File: config.mk
export PLATFORM = sky130hd
export DESIGN_NAME = dpk_round_pack
export DESIGN_NICKNAME = d
export VERILOG_FILES = /design/src/rtl/dpk_pkg.sv /design/src/rtl/dpk_round_inc.sv /design/src/rtl/dpk_sticky_shift.sv /design/src/rtl/dpk_limit_val.sv /design/src/rtl/dpk_round_pack.sv
export SDC_FILE = /design/constraint.sdc
export NUM_CORES = 1
export LEC_CHECK = 0
export BUFFER_PORTS_ARGS = -buffer_cell sky130_fd_sc_hd__buf_2
export CORE_MARGIN = 2
export CORE_UTILIZATION = 54
export CTS_BUF_LIST = sky130_fd_sc_hd__clkbuf_4
export DETAILED_ROUTE_END_ITERATION = 6
export PLACE_DENSITY_LB_ADDON = 0.05
export SLEW_MARGIN = 5
export SYNTH_ARGS = -nofsm -noshare
export SYNTH_HDL_FRONTEND = slang
export SYNTH_SLANG_ARGS = --single-unit
File: constraint.sdc
create_clock -name clk -period 2.9 [get_ports clk]
set_input_delay 0.58 -clock clk [delete_from_list [all_inputs] [get_ports clk]]
set_output_delay 0.58 -clock clk [all_outputs]
set_load 0.02 [all_outputs]
File: src/rtl/dpk_pkg.sv
package dpk_pkg;
  parameter int SIG_W  = 56;   // significand incl. leading one and guard bits
  parameter int FRAC_W = 52;   // packed fraction field
  parameter int EXPF_W = 11;   // packed exponent field
  parameter int GRD_W  = 3;    // guard bits below the fraction
  parameter int BIAS   = 1023;
  parameter int EMIN   = -1022;
  parameter int EMAX   = 1023;

  typedef enum logic [1:0] {
    RM_NEAR = 2'd0,
    RM_ZERO = 2'd1,
    RM_UP   = 2'd2,
    RM_DOWN = 2'd3
  } rmode_e;
endpackage

File: src/rtl/dpk_round_inc.sv
// Adds the mode-dependent rounding increment; result is one bit wider.
module dpk_round_inc
  import dpk_pkg::*;
#(
  parameter int W = SIG_W
) (
  input  logic         sign,
  input  rmode_e       mode,
  input  logic [W-1:0] m,
  output logic [W:0]   r
);
  logic [W:0] inc;

  always_comb begin
    inc = '0;
    if (|m[GRD_W-1:0]) begin
      unique case (mode)
        RM_NEAR: inc = (W+1)'(3) + (W+1)'(m[GRD_W]);
        RM_ZERO: inc = '0;
        RM_UP:   inc = sign ? '0 : (W+1)'(8);
        RM_DOWN: inc = sign ? (W+1)'(8) : '0;
        default: inc = '0;
      endcase
    end
    r = {1'b0, m} + inc;
  end
endmodule

File: src/rtl/dpk_sticky_shift.sv
// Right shift with every discarded bit ORed into bit 0; clamps wide shifts.
module dpk_sticky_shift #(
  parameter int W   = 56,
  parameter int SHW = 15
) (
  input  logic [W-1:0]   din,
  input  logic [SHW-1:0] amt,
  output logic [W-1:0]   dout
);
  logic [W-1:0] lost_mask;
  logic         sticky;

  always_comb begin
    lost_mask = ~({W{1'b1}} << amt);
    sticky    = |(din & lost_mask);
    if (amt >= SHW'(W)) begin
      dout = {{(W-1){1'b0}}, |din};
    end else begin
      dout = (din >> amt) | {{(W-1){1'b0}}, sticky};
    end
  end
endmodule

File: src/rtl/dpk_limit_val.sv
// Saturation word for overflow (ovf=1) or flush-to-zero (ovf=0).
module dpk_limit_val
  import dpk_pkg::*;
#(
  parameter int WORD_W = 1 + EXPF_W + FRAC_W
) (
  input  logic              sign,
  input  rmode_e            mode,
  input  logic              ovf,
  output logic [WORD_W-1:0] val
);
  logic away;   // mode rounds this sign away from zero

  always_comb begin
    away = ((mode == RM_UP) && !sign) || ((mode == RM_DOWN) && sign);
    if (ovf) begin
      if (away || (mode == RM_NEAR)) begin
        val = {sign, {EXPF_W{1'b1}}, {FRAC_W{1'b0}}};
      end else begin
        val = {sign, {(EXPF_W-1){1'b1}}, 1'b0, {FRAC_W{1'b1}}};
      end
    end else begin
      val = {sign, {(EXPF_W+FRAC_W-1){1'b0}}, away};
    end
  end
endmodule

File: src/rtl/dpk_round_pack.sv
module dpk_round_pack
  import dpk_pkg::*;
#(
  parameter int EXP_W = 13
) (
  input  logic             clk,
  input  logic             rst_n,
  input  logic             sign_i,
  input  logic [EXP_W-1:0] exp_i,
  input  logic [SIG_W-1:0] sig_i,
  input  logic [1:0]       rmode_i,
  input  logic             flush_i,
  input  logic             uf_trap_i,
  output logic [63:0]      res_o,
  output logic             inexact_o,
  output logic             underflow_o,
  output logic             overflow_o
);
  localparam int XW     = EXP_W + 2;
  localparam int WORD_W = 1 + EXPF_W + FRAC_W;
  localparam logic signed [XW-1:0] EMIN_X   = XW'(EMIN);
  localparam logic signed [XW-1:0] EMINM1_X = XW'(EMIN - 1);
  localparam logic signed [XW-1:0] EMAX_X   = XW'(EMAX);
  localparam logic signed [XW-1:0] BIAS_X   = XW'(BIAS);

  // reset: asserted asynchronously, released on the clock
  logic rst_m, rst_s;
  always_ff @(posedge clk or negedge rst_n) begin
    if (!rst_n) begin
      rst_m <= 1'b0;
      rst_s <= 1'b0;
    end else begin
      rst_m <= 1'b1;
      rst_s <= rst_m;
    end
  end

  rmode_e mode;
  assign mode = rmode_e'(rmode_i);

  logic signed [XW-1:0] e_in;
  logic                 tiny, near_edge, early_carry, flush_hit;
  logic [XW-1:0]        shamt;
  logic [SIG_W:0]       rnd_raw;
  logic [SIG_W-1:0]     shifted;

  assign e_in      = XW'($signed(exp_i));
  assign tiny      = e_in < EMIN_X;
  assign near_edge = e_in == EMINM1_X;
  assign shamt     = EMIN_X - e_in;
  assign flush_hit = tiny && flush_i;

  dpk_round_inc #(.W(SIG_W)) u_rnd_pre (
    .sign (sign_i), .mode (mode), .m (sig_i), .r (rnd_raw)
  );

  dpk_sticky_shift #(.W(SIG_W), .SHW(XW)) u_shift (
    .din (sig_i), .amt (shamt), .dout (shifted)
  );

  assign early_carry = near_edge && rnd_raw[SIG_W];

  // stage 1: denormalise or take the carry path
  logic [SIG_W-1:0]     m1;
  logic signed [XW-1:0] e1;
  logic                 lost1, uf1;

  always_comb begin
    if (early_carry) begin
      m1 = {rnd_raw[SIG_W:GRD_W+1], {GRD_W{1'b0}}};
    end else if (tiny) begin
      m1 = shifted;
    end else begin
      m1 = sig_i;
    end
    e1    = tiny ? EMIN_X : e_in;
    lost1 = |m1[GRD_W-1:0];
    uf1   = lost1 && !m1[SIG_W-1];
  end

  // stage 2: round, renormalise
  logic [SIG_W:0]       rnd_fin;
  logic [SIG_W-1:0]     m2;
  logic signed [XW-1:0] e2, e_biased;
  logic [FRAC_W:0]      mant;
  logic                 ovf;

  dpk_round_inc #(.W(SIG_W)) u_rnd_fin (
    .sign (sign_i), .mode (mode), .m (m1), .r (rnd_fin)
  );

  always_comb begin
    m2       = rnd_fin[SIG_W] ? rnd_fin[SIG_W:1] : rnd_fin[SIG_W-1:0];
    e2       = e1 + (rnd_fin[SIG_W] ? XW'(1) : XW'(0));
    mant     = m2[SIG_W-1:GRD_W];
    e_biased = e2 + BIAS_X;
    ovf      = e2 > EMAX_X;
  end

  logic [WORD_W-1:0] ovf_word, flush_word;

  dpk_limit_val u_lim_ovf (
    .sign (sign_i), .mode (mode), .ovf (1'b1), .val (ovf_word)
  );
  dpk_limit_val u_lim_flush (
    .sign (sign_i), .mode (mode), .ovf (1'b0), .val (flush_word)
  );

  logic unused_bits;
  assign unused_bits = ^{m2[GRD_W-1:0], rnd_raw[GRD_W:0], e_biased[XW-1:EXPF_W]};

  // next state
  logic [63:0] res_d;
  logic        ix_d, uf_d, ov_d;

  always_comb begin
    ov_d = 1'b0;
    if (flush_hit) begin
      res_d = flush_word;
      ix_d  = 1'b1;
      uf_d  = 1'b1;
    end else if (ovf) begin
      res_d = ovf_word;
      ix_d  = 1'b1;
      uf_d  = 1'b0;
      ov_d  = 1'b1;
    end else if (!mant[FRAC_W]) begin
      res_d = {sign_i, {EXPF_W{1'b0}}, mant[FRAC_W-1:0]};
      ix_d  = lost1 || early_carry;
      uf_d  = uf1 || uf_trap_i;
    end else begin
      res_d = {sign_i, e_biased[EXPF_W-1:0], mant[FRAC_W-1:0]};
      ix_d  = lost1 || early_carry;
      uf_d  = uf1;
    end
  end

  // registers
  always_ff @(posedge clk or negedge rst_s) begin
    if (!rst_s) begin
      res_o       <= '0;
      inexact_o   <= 1'b0;
      underflow_o <= 1'b0;
      overflow_o  <= 1'b0;
    end else begin
      res_o       <= res_d;
      inexact_o   <= ix_d;
      underflow_o <= uf_d;
      overflow_o  <= ov_d;
    end
  end

  AST_OVF_INEXACT: assert property (@(posedge clk) disable iff (!rst_s)
    overflow_o |-> inexact_o);
  AST_RZ_FINITE: assert property (@(posedge clk) disable iff (!rst_s)
    (rmode_i == 2'd1) |=> (res_o[62:52] != 11'h7FF));
  AST_EXACT_NORMAL: assert property (@(posedge clk) disable iff (!rst_s)
    (!tiny && e_in < EMAX_X && sig_i[2:0] == 3'b000)
      |=> (!inexact_o && !underflow_o && !overflow_o));
  AST_FLUSH_TINY: assert property (@(posedge clk) disable iff (!rst_s)
    (flush_i && tiny) |=> (underflow_o && inexact_o && res_o[62:1] == '0));
  AST_EDGE_CARRY: assert property (@(posedge clk) disable iff (!rst_s)
    (near_edge && !flush_i && rmode_i == 2'd0 && (&sig_i))
      |=> (res_o[62:52] == 11'd1 && res_o[51:0] == '0 && !underflow_o));
endmodule

==> results.txt, run 1 <==
* I/O pin count: 143
- Cell variety after synth: 97
- The largest total area in the synthesized netlist belongs to sky130_fd_sc_hd__dfrtp_1.
- The initial utilization of the core area, before any placement, comes to 0.547.
- Dominant cells by area after synthesis: sky130_fd_sc_hd__dfrtp_1, sky130_fd_sc_hd__mux2i_1, sky130_fd_sc_hd__mux2_2
- After synthesis, the most frequently instantiated cells are sky130_fd_sc_hd__nand2_1, sky130_fd_sc_hd__nor2_1, sky130_fd_sc_hd__a21oi_1, sky130_fd_sc_hd__mux2i_1, sky130_fd_sc_hd__clkbuf_1.
- Most frequent cell after synthesis: sky130_fd_sc_hd__nand2_1
- In this run, placement finished with an instance count of 2,373.
* Wire length of the first global-routing pass: 123,000 um
- Once placement finished, the instance area stood at 0.0166 mm^2.
- Number of buffers between clock root and the deepest sink: 2
* Post-synthesis share of cell area spent on full adders, half adders and majority gates: 0.0131
- During synthesis, Yosys emitted a total of 0 warnings.
- Number of buffers added by the clock tree synthesis step: 9
- Synthesized area per cell: 7.52 um^2
- Stage where the run ended: global routing
* Die width: 150 um
* Post-synthesis share of cell area spent on xor and xnor gates: 0.0491
- Cell chosen for the clock root: sky130_fd_sc_hd__clkbuf_4
* Ys async rst share: 1.00
- Primary FF master, synth: sky130_fd_sc_hd__dfrtp_1
- Final weighted congestion in routability-driven placement: 1.30
* Sequential element share of the synthesized area: 0.151
* Fraction of the mapped netlist area in compound gates: 0.255
- Total overflow reported by the global router: 13
- Detailed placement finished with a half-perimeter wire length of 52,100 um.
* Post-Synth Simple-Gate Area: 0.271
* Gate count after technology mapping: 1,525
- Global-route total usage across every layer: 0.734
- Error text reported by the tool: [ERROR GRT-0116] Global routing finished with congestion. Check the congestion regions in the DRC Viewer.
- The die is 150 um tall.
* Net count of the mapped netlist: 1,613
* Pin count of the biggest net entering global routing: 50
- In this run the cell area of the synthesized design comes to 0.0115 mm^2.
* Number of sinks handled by clock tree synthesis: 69
- Main combinational cell family by area after synthesis: simple AND/OR/NAND/NOR gates
- The portion of synthesized area spent on multiplexers is 0.189.
- Flip-flop and latch count after synthesis: 69
- The via count of the first global-routing pass was 19,800.
* Number of cell rows: 53
* Top cell type's share of synthesized area: 0.151
* Maximum level of the CTS H-tree: 3
- In this run, synthesis inferred 0 flip-flops with an integrated enable.
- Status: did not finish
* I/O Buffers: 142
[logic make-up after synthesis]
logic type | count (synthesis)
compound gates | 428
xor+xnor | 60
simple gates | 600
fa+ha+maj | 12
buf+inv | 179
other cells | 1
flops | 69
mux | 176
[through the flow]
stage               setup slack, ns  setup TNS [ns]  utilization  hold WS [ns]
global placement              -3.91         -254.34        0.793         0.188
CTS                           -3.43         -220.77        0.847         0.225
detailed placement            -4.42         -280.37        0.793         0.218
floorplan                     -3.71         -241.72            -         0.284
[layer usage]
metal,global-route usage,overflow
met2,0.904,5
met5,0.193,1
met4,0.707,7
met3,0.568,0
met1,0.753,0
[what timing repair did]
item,in CTS
hold endpoints to repair,2
buffers inserted,53
endpoints found under the setup margin,66
gates cloned,7
hold buffers,1
resized for setup,96
pin swaps,24
==> run 2: changes to the inputs <==
- CORE_UTILIZATION: 54 -> 39
- CTS_BUF_LIST: sky130_fd_sc_hd__clkbuf_4 -> not set
- PLACE_DENSITY_LB_ADDON: 0.05 -> 0.15
==> run 2 against run 1 <==
Against the previous run:
- the flow now finishes, with violations (setup timing)
- synthesized area did not move
- synthesized cell count stayed put
==> results.txt, run 2 <==
- Router iterations before antenna repair: 7
- Along the worst path, the maximum fanout reaches 8.
- Number of hold violations in the final report: 0
* Total number of vias: 17,100
* Gate count after technology mapping: 1,525 (unchanged)
- DRC violations left: 0
- The number of synthesized flops with an enable pin was 0 (unchanged).
* Signal arrival time at the worst endpoint: 6.97 ns
* Die width: 176 um (+17%)
- Sequential element share of the synthesized area: 0.151 (unchanged)
- Cell repeated most along the worst path: sky130_fd_sc_hd__buf_4
- Antenna violations before repair: 2
- Fraction of the mapped netlist area in compound gates: 0.255 (unchanged)
* Status: complete, but fails checks
- Maximum level of the CTS H-tree: 3 (unchanged)
- Initial standard-cell utilization of the core: 0.398 (-0.150)
* Pre-CTS WS: -4.17 ns (+0.250 ns)
- In the post-synthesis netlist, the cell with the most instances is sky130_fd_sc_hd__nand2_1.
- The register with the most flip-flops in the layout has 64 of them.
- By area, the combinational part of the netlist is dominated by simple AND/OR/NAND/NOR gates.
- Fillers: 2,461
- The share of synthesized flip-flops with an asynchronous set or reset is 1.00 (unchanged).
- I/O Buffers: 142 (unchanged)
- The smallest clock period supported by the final layout is computed as 6.74 ns.
- The area growth from synthesis to layout is 62.8%.
- Total overflow reported by the global router: 0
- Number of logic stages on the critical path including buffering: 39
* Number of buffers added by the clock tree synthesis step: 9 (unchanged)
* Overall die area: 0.0308 mm^2
* # nets final: 2,282
- After clock tree synthesis, the clock-pin slew on the worst setup and hold paths is 0.06 ns.
- Setup repair after global routing missed its margin: yes
- Crit. End Element: register
- For the final database, setup skew stands at 0.00976 ns.
- Post-Route Hold Slack: 0.00310 ns
- Timing-limited maximum frequency: 148 MHz
* Power Dens Cells: 332 mW/mm^2
- Summing internal, switching and leakage power gives 6.20 mW.
- CP delay by family, top: simple AND/OR/NAND/NOR gates
* Net count of the mapped netlist: 1,613 (unchanged)
* Area of the mapped netlist: 0.0115 mm^2 (unchanged)
- The final-report max-slew violation count came to 0.
- Once detail routing completed, the nets flagged for antenna violations numbered 0.
- The synthesized-area fraction occupied by adder cells came to 0.0131 (unchanged).
* Number of sinks handled by clock tree synthesis: 69 (unchanged)
- Final weighted congestion in routability-driven placement: 1.18 (-9.2%)
- Final standard cell area without fillers: 0.0187 mm^2
- In this run the clock root is driven by a sky130_fd_sc_hd__clkbuf_16.
- CTS tree: yes
- Worst Slack Setup Final: -3.84 ns
* Register name with the most flops: res_o
- The first global-routing pass estimated 105,000 um of wire.
- Leak Pwr: 8.28 nW
- The detailed placement HPWL is 56,800 um (+9.0%).
* Post-Synth Simple-Gate Area: 0.271 (unchanged)
- Start point of the critical path: exp_i[1]
* Number of cells on the worst reg-to-reg path: 1
- Type of the worst setup path: in -> reg
* Number of hold buffers added after CTS: 0 (-1)
- The share of the synthesized netlist area taken by xor and xnor gates is 0.0491 (unchanged).
* Global-route total usage across every layer: 0.460
- Cell variety after synth: 97 (unchanged)
- The height of the chip came to 176 um (+17%).
- The library cell used most frequently in the layout, excluding fill and tap cells, is sky130_fd_sc_hd__buf_4.
- The commonest cells after synthesis are sky130_fd_sc_hd__nand2_1, sky130_fd_sc_hd__nor2_1, sky130_fd_sc_hd__a21oi_1, sky130_fd_sc_hd__mux2i_1, sky130_fd_sc_hd__clkbuf_1.
* Most used cells in the layout excluding fill and tap cells: sky130_fd_sc_hd__buf_4, sky130_fd_sc_hd__nand2_1, sky130_fd_sc_hd__buf_2
- Finished Core Util: 0.647
* Synthesized area per cell: 7.52 um^2 (unchanged)
* Setup violators final: 66
* Max-cap viol count: 0
* Placeable core area: 0.0289 mm^2
* Dominant cells by area after synthesis: sky130_fd_sc_hd__dfrtp_1, sky130_fd_sc_hd__mux2i_1, sky130_fd_sc_hd__mux2_2
* Multiplexer fraction of the synthesized cell area: 0.189 (unchanged)
- For the worst setup path, the data required time is 3.13 ns.
- Primary FF master, synth: sky130_fd_sc_hd__dfrtp_1
* Flip-flop and latch count after synthesis: 69 (unchanged)
- Dpl cell area: 0.0169 mm^2 (+2.0%)
- Critical Path Max Stage Delay: 0.41 ns
- In this run the critical register-to-register path is captured at res_o[60].
* Slack of the worst reg-to-reg path: 1.67 ns
* Warnings, synthesis: 0 (unchanged)
- The via count of the first global-routing pass was 16,200.
* DR vias/cell: 6.62
* Top cell type's share of synthesized area: 0.151 (unchanged)
- Pin count of the biggest net entering global routing: 64
- The worst setup path is launched from an input pin.
- Period utilization: 2.33
- Antenna fix cells: 0
* Reg-to-reg startpoint: rst_s
- The clock reaches the later pin of the worst-skew pair after 0.36 ns.
* Number of design-rule violations left by the first detailed-router iteration: 2,474
* Worst rel slew slack: 0.372
- Cell accounting for the most synthesized area: sky130_fd_sc_hd__dfrtp_1
* Final wirelength: 74,700 um
- CP endpoint: res_o[22]
* Hold/Removal Path Class: in -> async
* I/O pin count: 143 (unchanged)
* Slew of the pin with the lowest slew margin: 0.934 ns
- The number of placement rows came to 62 (+17%).
* CP max-delay cell: sky130_fd_sc_hd__a2111oi_4
- Counting both buffers and inverters, the worst setup path holds a total of 16.
- Number of buffers between clock root and the deepest sink: 2 (unchanged)
- Proportion of layout cells with a drive suffix above 1: 0.501
* Violated checks: setup timing
- VDD sags by at most 236 uV.
* Routed wire length per instance: 28.9 um
-- run 2: cell counts after synthesis --
No cell type changed its count.
-- run 2: cells by family after synthesis --
| logic type | Yosys count |
|---|---|
| AOI/OAI and AO/OA | 428 |
| xor gates and xnor gates | 60 |
| adders and majority gates | 12 |
| buffers and inverters | 179 |
| DFF | 69 |
| muxes | 176 |
| other | 1 |
| and+or+nand+nor | 600 |
-- run 2: layout make-up --
cell class / count / area, um^2 / share of cell area
clock buffers: 9 / 225 / 0.0121
clock inverters: 7 / 104 / 0.00556
inverters: 17 / 78.8 / 0.00422
multi-input cells: 1277 / 9750 / 0.522
flip-flops and latches: 69 / 1730 / 0.0925
well taps: 384 / 480 / 0.0257
repair buffers: 820 / 6300 / 0.338
-- run 2: how the worst min path moves through the flow --
stage / startpoint / end / slack [ns] / cells after the start
floorplan: rst_n / rst_m / 0.28 / 0
global placement: rst_s / res_o[22] / 0.35 / 0
detailed placement: rst_m / rst_s / 0.35 / 0
CTS: rst_n / rst_s / 0.004 / 1
global route: rst_n / rst_s / -0.004 / 1
finish: rst_n / rst_m / 0.003 / 1
-- run 2: routing by layer --
layer,vias to the layer above,track usage,share of wire
met1,8110,0.576,0.37
met5,-,0,0.00035
met4,4,0.300,0.086
li1,7173,-,-
met3,410,0.134,0.13
met2,1409,0.688,0.41
-- run 2: power breakdown --
group	total, mW	internal (mW)	leakage [nW]	switching [mW]
Clock	1.22	0.764	0.161	0.452
Combinational	3.88	1.66	7.28	2.23
Sequential	1.10	1.06	0.840	0.0365
Total	6.20	3.49	8.28	2.71
-- run 2: through the flow --
| stage | std cells | setup TNS, ns |
|---|---|---|
| floorplan | 1525 | -241.72 |
| global placement | 2499 | -264.11 |
| detailed placement | 2499 | -270.09 |
| CTS | 2567 | -223.01 |
| global route | 2583 | -271.66 |
| finish | 2583 | -249.94 |
-- run 2: repair_timing --
action                     CTS  global route
setup endpoints to repair   66            66
hold endpoints to repair     0             0
gates resized for setup     80            91
setup buffers               48            13
pin swaps                   32            37
cloned                       5             5
Power figures use the tool's default switching activity.
